<file path="config.mk">
export PLATFORM = sky130hd
export DESIGN_NAME = xbus_master
export DESIGN_NICKNAME = d
export VERILOG_FILES = /design/src/rtl/xbus_pkg.sv /design/src/rtl/xbus_req_slot.sv /design/src/rtl/xbus_beat_gen.sv /design/src/rtl/xbus_master.sv
export SDC_FILE = /design/constraint.sdc
export NUM_CORES = 1
export LEC_CHECK = 0
export ABC_CLOCK_PERIOD_IN_PS = 21500
export BUFFER_PORTS_ARGS = -buffer_cell sky130_fd_sc_hd__buf_2
export CAP_MARGIN = 20
export CORE_ASPECT_RATIO = 2
export CORE_MARGIN = 5
export CORE_UTILIZATION = 58
export CTS_CLUSTER_DIAMETER = 30
export CTS_CLUSTER_SIZE = 40
export DETAILED_ROUTE_END_ITERATION = 6
export GPL_TIMING_DRIVEN = 0
export HOLD_SLACK_MARGIN = 0.1
export PLACE_DENSITY_LB_ADDON = 0.15
export SETUP_SLACK_MARGIN = 0.5
export SYNTH_ARGS = -nofsm -noshare
export SYNTH_HDL_FRONTEND = slang
export SYNTH_SLANG_ARGS = --single-unit
</file>
<file path="constraint.sdc">
create_clock -name clk -period 21.5 [get_ports clk]
set_clock_uncertainty 0.05 [all_clocks]
set_input_delay 1.075 -clock clk [delete_from_list [all_inputs] [get_ports clk]]
set_output_delay 1.075 -clock clk [all_outputs]
set_load 0.05 [all_outputs]
</file>
<file path="src/rtl/xbus_pkg.sv">
package xbus_pkg;
  typedef enum logic [1:0] {
    XB_IDLE,
    XB_ADDR,
    XB_DATA,
    XB_HOLD
  } xb_state_e;
endpackage

</file>
<file path="src/rtl/xbus_req_slot.sv">
// Single-entry request holding register between requester and sequencer.
module xbus_req_slot #(
  parameter int AW   = 32,
  parameter int BEW  = 4,
  parameter int LENW = 3,
  parameter int WDW  = 128
) (
  input  logic            clk,
  input  logic            rst_n,
  input  logic            in_valid,
  output logic            in_ready,
  input  logic [AW-1:0]   in_addr,
  input  logic [BEW-1:0]  in_mask,
  input  logic [LENW-1:0] in_len,
  input  logic            in_write,
  input  logic            in_user,
  input  logic [WDW-1:0]  in_wdata,
  input  logic            take,
  output logic            out_valid,
  output logic [AW-1:0]   out_addr,
  output logic [BEW-1:0]  out_mask,
  output logic [LENW-1:0] out_len,
  output logic            out_write,
  output logic            out_user,
  output logic [WDW-1:0]  out_wdata
);
  logic accept;

  assign in_ready = !out_valid;
  assign accept   = in_valid && in_ready;

  always_ff @(posedge clk) begin
    if (!rst_n)      out_valid <= 1'b0;
    else if (accept) out_valid <= 1'b1;
    else if (take)   out_valid <= 1'b0;
  end

  always_ff @(posedge clk) begin
    if (accept) begin
      out_addr  <= in_addr;
      out_mask  <= in_mask;
      out_len   <= in_len;
      out_write <= in_write;
      out_user  <= in_user;
      out_wdata <= in_wdata;
    end
  end
endmodule

</file>
<file path="src/rtl/xbus_beat_gen.sv">
// Transfer counter and in-block word address stepping for one burst.
module xbus_beat_gen #(
  parameter int WAW  = 30,
  parameter int BLKW = 2,
  parameter int LENW = 3
) (
  input  logic            clk,
  input  logic            rst_n,
  input  logic            load,
  input  logic            adv,
  input  logic [WAW-1:0]  start_word,
  input  logic [LENW-1:0] len,
  output logic [WAW-1:0]  word_addr,
  output logic [BLKW-1:0] beat_idx,
  output logic            last
);
  localparam logic [BLKW-1:0] STEP = 1;

  logic [LENW-1:0] len_q;

  // Only the in-block bits advance; the block number is never touched.
  function automatic logic [WAW-1:0] step_word(input logic [WAW-1:0] w);
    return {w[WAW-1:BLKW], w[BLKW-1:0] + STEP};
  endfunction

  always_ff @(posedge clk) begin
    if (!rst_n) begin
      word_addr <= '0;
      beat_idx  <= '0;
      len_q     <= '0;
    end else if (load) begin
      word_addr <= start_word;
      beat_idx  <= '0;
      len_q     <= len;
    end else if (adv) begin
      word_addr <= step_word(word_addr);
      beat_idx  <= beat_idx + STEP;
    end
  end

  assign last = (LENW'(beat_idx) + LENW'(1)) == len_q;
endmodule

</file>
<file path="src/rtl/xbus_master.sv">
module xbus_master
  import xbus_pkg::*;
#(
  parameter int AW        = 32,
  parameter int DW        = 32,
  parameter int MAX_BEATS = 4
) (
  input  logic                    clk,
  input  logic                    rst_n,
  input  logic                    req_valid,
  output logic                    req_ready,
  input  logic [AW-1:0]           req_addr,
  input  logic [DW/8-1:0]         req_mask,
  input  logic [$clog2(MAX_BEATS):0] req_len,
  input  logic                    req_write,
  input  logic                    req_user,
  input  logic [MAX_BEATS*DW-1:0] req_wdata,
  output logic                    rsp_rvalid,
  output logic [DW-1:0]           rsp_rdata,
  output logic                    rsp_done,
  output logic                    rsp_err,
  output logic [AW-1:$clog2(DW/8)] bus_addr,
  output logic [DW/8-1:0]         bus_be,
  output logic                    bus_strobe,
  output logic                    bus_write,
  output logic                    bus_user,
  output logic [DW-1:0]           bus_dout,
  input  logic [DW-1:0]           bus_din,
  input  logic                    bus_rdy_n,
  output logic                    bus_ctl_oe,
  output logic                    bus_data_oe,
  input  logic                    hold_req,
  output logic                    hold_ack
);
  localparam int BEW  = DW / 8;
  localparam int WL   = $clog2(BEW);
  localparam int BLKW = $clog2(MAX_BEATS);
  localparam int LENW = BLKW + 1;
  localparam int WAW  = AW - WL;
  localparam int WDW  = MAX_BEATS * DW;

  // A burst is legal when it is non-empty and ends inside its aligned block.
  function automatic logic burst_fits(input logic [BLKW-1:0] blk,
                                      input logic [LENW-1:0] len);
    return (len != '0) && ((int'(blk) + int'(len)) <= MAX_BEATS);
  endfunction

  function automatic logic [DW-1:0] pick_word(input logic [WDW-1:0] all,
                                              input logic [BLKW-1:0] idx);
    return all[int'(idx)*DW +: DW];
  endfunction

  xb_state_e state_q, state_d;

  logic            s_valid, s_write, s_user;
  logic [AW-1:0]   s_addr;
  logic [BEW-1:0]  s_mask;
  logic [LENW-1:0] s_len;
  logic [WDW-1:0]  s_wdata;

  logic            a_write, a_user;
  logic [BEW-1:0]  a_mask;
  logic [WDW-1:0]  a_wdata;

  logic [WAW-1:0]  word_addr;
  logic [BLKW-1:0] beat_idx;

  // Named internal events, also observed by the bound checker.
  logic fire, start_ok, start_bad, grant, in_data, beat_done, beat_last;

  assign fire      = (state_q == XB_IDLE) && s_valid && !hold_req;
  assign start_ok  = fire && burst_fits(s_addr[WL+BLKW-1:WL], s_len);
  assign start_bad = fire && !burst_fits(s_addr[WL+BLKW-1:WL], s_len);
  assign grant     = (state_q == XB_IDLE) && hold_req;
  assign in_data   = (state_q == XB_DATA);
  assign beat_done = in_data && !bus_rdy_n;

  xbus_req_slot #(.AW(AW), .BEW(BEW), .LENW(LENW), .WDW(WDW)) u_slot (
    .clk       (clk),
    .rst_n     (rst_n),
    .in_valid  (req_valid),
    .in_ready  (req_ready),
    .in_addr   (req_addr),
    .in_mask   (req_mask),
    .in_len    (req_len),
    .in_write  (req_write),
    .in_user   (req_user),
    .in_wdata  (req_wdata),
    .take      (fire),
    .out_valid (s_valid),
    .out_addr  (s_addr),
    .out_mask  (s_mask),
    .out_len   (s_len),
    .out_write (s_write),
    .out_user  (s_user),
    .out_wdata (s_wdata)
  );

  xbus_beat_gen #(.WAW(WAW), .BLKW(BLKW), .LENW(LENW)) u_beat (
    .clk        (clk),
    .rst_n      (rst_n),
    .load       (start_ok),
    .adv        (beat_done && !beat_last),
    .start_word (s_addr[AW-1:WL]),
    .len        (s_len),
    .word_addr  (word_addr),
    .beat_idx   (beat_idx),
    .last       (beat_last)
  );

  always_comb begin
    state_d = state_q;
    unique case (state_q)
      XB_IDLE: if (grant) state_d = XB_HOLD;
               else if (start_ok) state_d = XB_ADDR;
      XB_ADDR: state_d = XB_DATA;
      XB_DATA: if (beat_done && beat_last) state_d = XB_IDLE;
      XB_HOLD: if (!hold_req) state_d = XB_IDLE;
      default: state_d = XB_IDLE;
    endcase
  end

  always_ff @(posedge clk) begin
    if (!rst_n) state_q <= XB_IDLE;
    else        state_q <= state_d;
  end

  // Attributes of the access in flight, fixed from strobe to last transfer.
  always_ff @(posedge clk) begin
    if (!rst_n) begin
      a_write <= 1'b0;
      a_user  <= 1'b0;
      a_mask  <= '0;
      a_wdata <= '0;
    end else if (start_ok) begin
      a_write <= s_write;
      a_user  <= s_user;
      a_mask  <= s_mask;
      a_wdata <= s_wdata;
    end
  end

  always_ff @(posedge clk) begin
    if (!rst_n) begin
      rsp_rvalid <= 1'b0;
      rsp_done   <= 1'b0;
      rsp_err    <= 1'b0;
      rsp_rdata  <= '0;
    end else begin
      rsp_rvalid <= beat_done && !a_write;
      rsp_done   <= beat_done && beat_last;
      rsp_err    <= start_bad;
      if (beat_done) rsp_rdata <= bus_din;
    end
  end

  assign bus_addr    = word_addr;
  assign bus_be      = a_mask;
  assign bus_write   = a_write;
  assign bus_user    = a_user;
  assign bus_dout    = pick_word(a_wdata, beat_idx);
  assign bus_strobe  = (state_q == XB_ADDR);
  assign bus_ctl_oe  = (state_q != XB_HOLD);
  assign bus_data_oe = in_data && a_write;
  assign hold_ack    = (state_q == XB_HOLD);
endmodule

</file>
==> results_dict.tcl <==
set metrics [dict create \
    grtUsageTotal 0.236 \
    relSlewSlack 0.317 \
    synth_top_family_by_area "multiplexers" \
    post-route-period-util 0.180 \
    fin_util 0.739 \
    yosys.area.top_type "edfxtp_1" \
    overflow 0 \
    ys_types 33 \
    num_rows 79 \
    arrival_ns 2.75 \
    cap_violations 0 \
    grt_pass1_vias 9258 \
    syn_area_mm2 0.0138 \
    worst_pin_slew_ns 1.02 \
    syn_avg_cell_area_um2 14.5 \
    ant_nets 0 \
    vias 8563 \
    dp_hpwl_um 22900 \
    ir_worst_vdd_mv 0.0848 \
    ctsHoldBuffers 0 \
    grt_start_max_net_pins 36 \
    postCtsSetupRepairBufs 0 \
    yosys.area_share.adder 0.00418 \
    fp.dieW_um 119 \
    ys_ff_latch 374 \
    drv_slew 0 \
    fin_tns_setup_ns 0 \
    place_inst 1546 \
    switchingPower_uw 384 \
    clockBufferDepth 3 \
    synth_simple_gate_area_frac 0.103 \
    rsz0062_at_grt "no" \
    portBuffers 310 \
    layout_common_cells "buf_2, dfxtp_1, edfxtp_1" \
    drive_gt1_frac 0.335 \
    area_growth_syn_to_layout_pct 25.3 \
    hold_viol 0 \
    synth_seq_area_share 0.666 \
    startpoint_type "register" \
    clockPowerShare 0.439 \
    max_freq_ghz 0.258 \
    cp_max_fo 10 \
    htreeDepth 2 \
    grt_first_pass_wirelength_um 49500 \
    setup_viol 0 \
    worstPathRequired_ns 20.38 \
    clock_latency_ns 0.53 \
    coreArea_mm2 0.0233 \
    status "finished clean" \
    yosysTopAreaCellShare 0.364 \
    p_seq_frac 0.486 \
    critPathCaptureType "output pin" \
    clock-sinks 374 \
    layout.cells.non_filler 1631 \
    fillers 1598 \
    synth_xor_area_frac 0.00382 \
    netlist_top_cells_area "edfxtp_1, dfxtp_1, mux2i_1" \
    synthCells 948 \
    avgViaCountPerCell 5.25 \
    numCtsBuffers 41 \
    hp-class "reg2reg" \
    drc_errors 0 \
    crit_type "reg2out" \
    antenna_found_initial 9 \
    combPwrFrac 0.076 \
    wl_per_cell_um 19.6 \
    die_y_um 228 \
    cts_root_buf "clkbuf_16" \
    power.total_mw 1.62 \
    synth-compound-area-share 0.0256 \
    synth_warnings 0 \
    drt-pass1-iter-count 6 \
    wl_um 32000 \
    place_congestion 0.779 \
    final_common_cell "buf_2" \
    p_per_area_mw_per_mm2 94.2 \
    nNetsFinal 1516 \
    num_io_pins 314 \
    leakagePower_nw 7.81 \
    power.share.switching 0.237 \
    dieArea_mm2 0.0271 \
    start_util 0.590 \
    power.internal_mw 1.24 \
    drtIter0Drc 299 \
    finalHoldWorstSlack_ns 0.407 \
    min_period_ns 3.88 \
    tritoncts "done" \
    postCtsResizedCells 0 \
    syn_nets 1158 \
    synthMuxAreaShare 0.173 \
    clk_pin_slew_ns 0.06 \
]
critical path, stage by stage, from the launching register on:
cell,delay (ns)
dfxtp_1,0.33
clkbuf_1,0.41
clkbuf_1,0.82
mux4_2,0.44
buf_2,0.23
routing by layer:
layer | vias up | share of wire | global-route usage
met5 | - | 0 | 0
met4 | 0 | 0.034 | 0.103
met3 | 74 | 0.050 | 0.0384
met2 | 287 | 0.56 | 0.449
met1 | 4128 | 0.36 | 0.251
li1 | 4074 | - | -
cells in the mapped netlist:
library cell and count:
nor3b_2 1, or3b_1 1, fa_1 1, o211a_1 1, a21boi_0 33, mux4_2 32, nand3_1 1, nor2_1 10
nor2b_1 166, nand2_1 69, nor4_4 1, nand2_2 1, o311ai_0 1, edfxtp_1 167, dfxtp_1 207, o221ai_1 1
inv_1 6, buf_2 15, ha_1 3, and2_1 1, and2b_1 1, clkbuf_1 32, buf_6 10, xor2_1 2
mux2i_1 166, nand2b_1 2, o21ai_0 5, a31oi_4 1, inv_2 1, and3b_1 1, a21oi_1 3, a211oi_1 2
xnor2_1 4
sequential cells by signal, summed over array words and instances (netlist names), 2 cells and up:
| register | count |
|---|---|
| u_beat.len_q | 3 |
| u_slot.out_addr | 30 |
| a_wdata | 128 |
| u_beat.word_addr | 30 |
| u_slot.out_mask | 4 |
| u_beat.beat_idx | 2 |
| u_slot.out_len | 3 |
| bus_be | 4 |
| state_q | 2 |
| rsp_rdata | 32 |
| u_slot.out_wdata | 128 |
worst paths after layout:
| check | startpoint | slack [ns] | depth (start not counted) | endpoint |
|---|---|---|---|---|
| setup / recovery | u_beat.beat_idx[1] | 17.62 | 4 | bus_dout[20] |
| hold / removal | rsp_rdata[20] | 0.41 | 2 | rsp_rdata[20] |
| setup reg to reg | u_slot.out_len[0] | 18.77 | 11 | a_wdata[72] |
| hold reg to reg | rsp_rdata[20] | 0.41 | 2 | rsp_rdata[20] |
stage by stage:
stage	setup WS, ns	instance area [um^2]
after CTS	17.62	17200
after global placement	8.83	15700
after detailed placement	18.20	15800
after global routing	17.58	17200
final	17.62	17200
after floorplan	12.44	13800
layout make-up:
| class | count | area, um^2 | share of cell area |
|---|---|---|---|
| flip-flops and latches | 374 | 9160 | 0.531 |
| clock inverters | 22 | 218 | 0.0126 |
| well taps | 283 | 354 | 0.0205 |
| inverters | 7 | 26.3 | 0.00152 |
| plain buffers | 57 | 308 | 0.0179 |
| repair buffers | 315 | 1650 | 0.0958 |
| clock buffers | 54 | 1220 | 0.0709 |
| diodes | 9 | 22.5 | 0.00131 |
| multi-input cells | 510 | 4280 | 0.248 |
kinds of logic after synthesis:
logic type / count (synthesis)
DFF: 374
and+or+nand+nor: 255
muxes: 198
buffers and inverters: 64
AOI/OAI and AO/OA: 47
xor gates and xnor gates: 6
adders and majority gates: 4
power by group through the flow:
stage | clock (mW) | combinational [mW] | sequential (mW)
after floorplan | 0 | 0.0611 | 0.822
after global placement | 0 | 0.118 | 0.811
after detailed placement | 0 | 0.124 | 0.804
after CTS | 0.725 | 0.125 | 0.789
after global routing | 0.756 | 0.132 | 0.791
final | 0.712 | 0.123 | 0.789
Power figures use the tool's default switching activity.
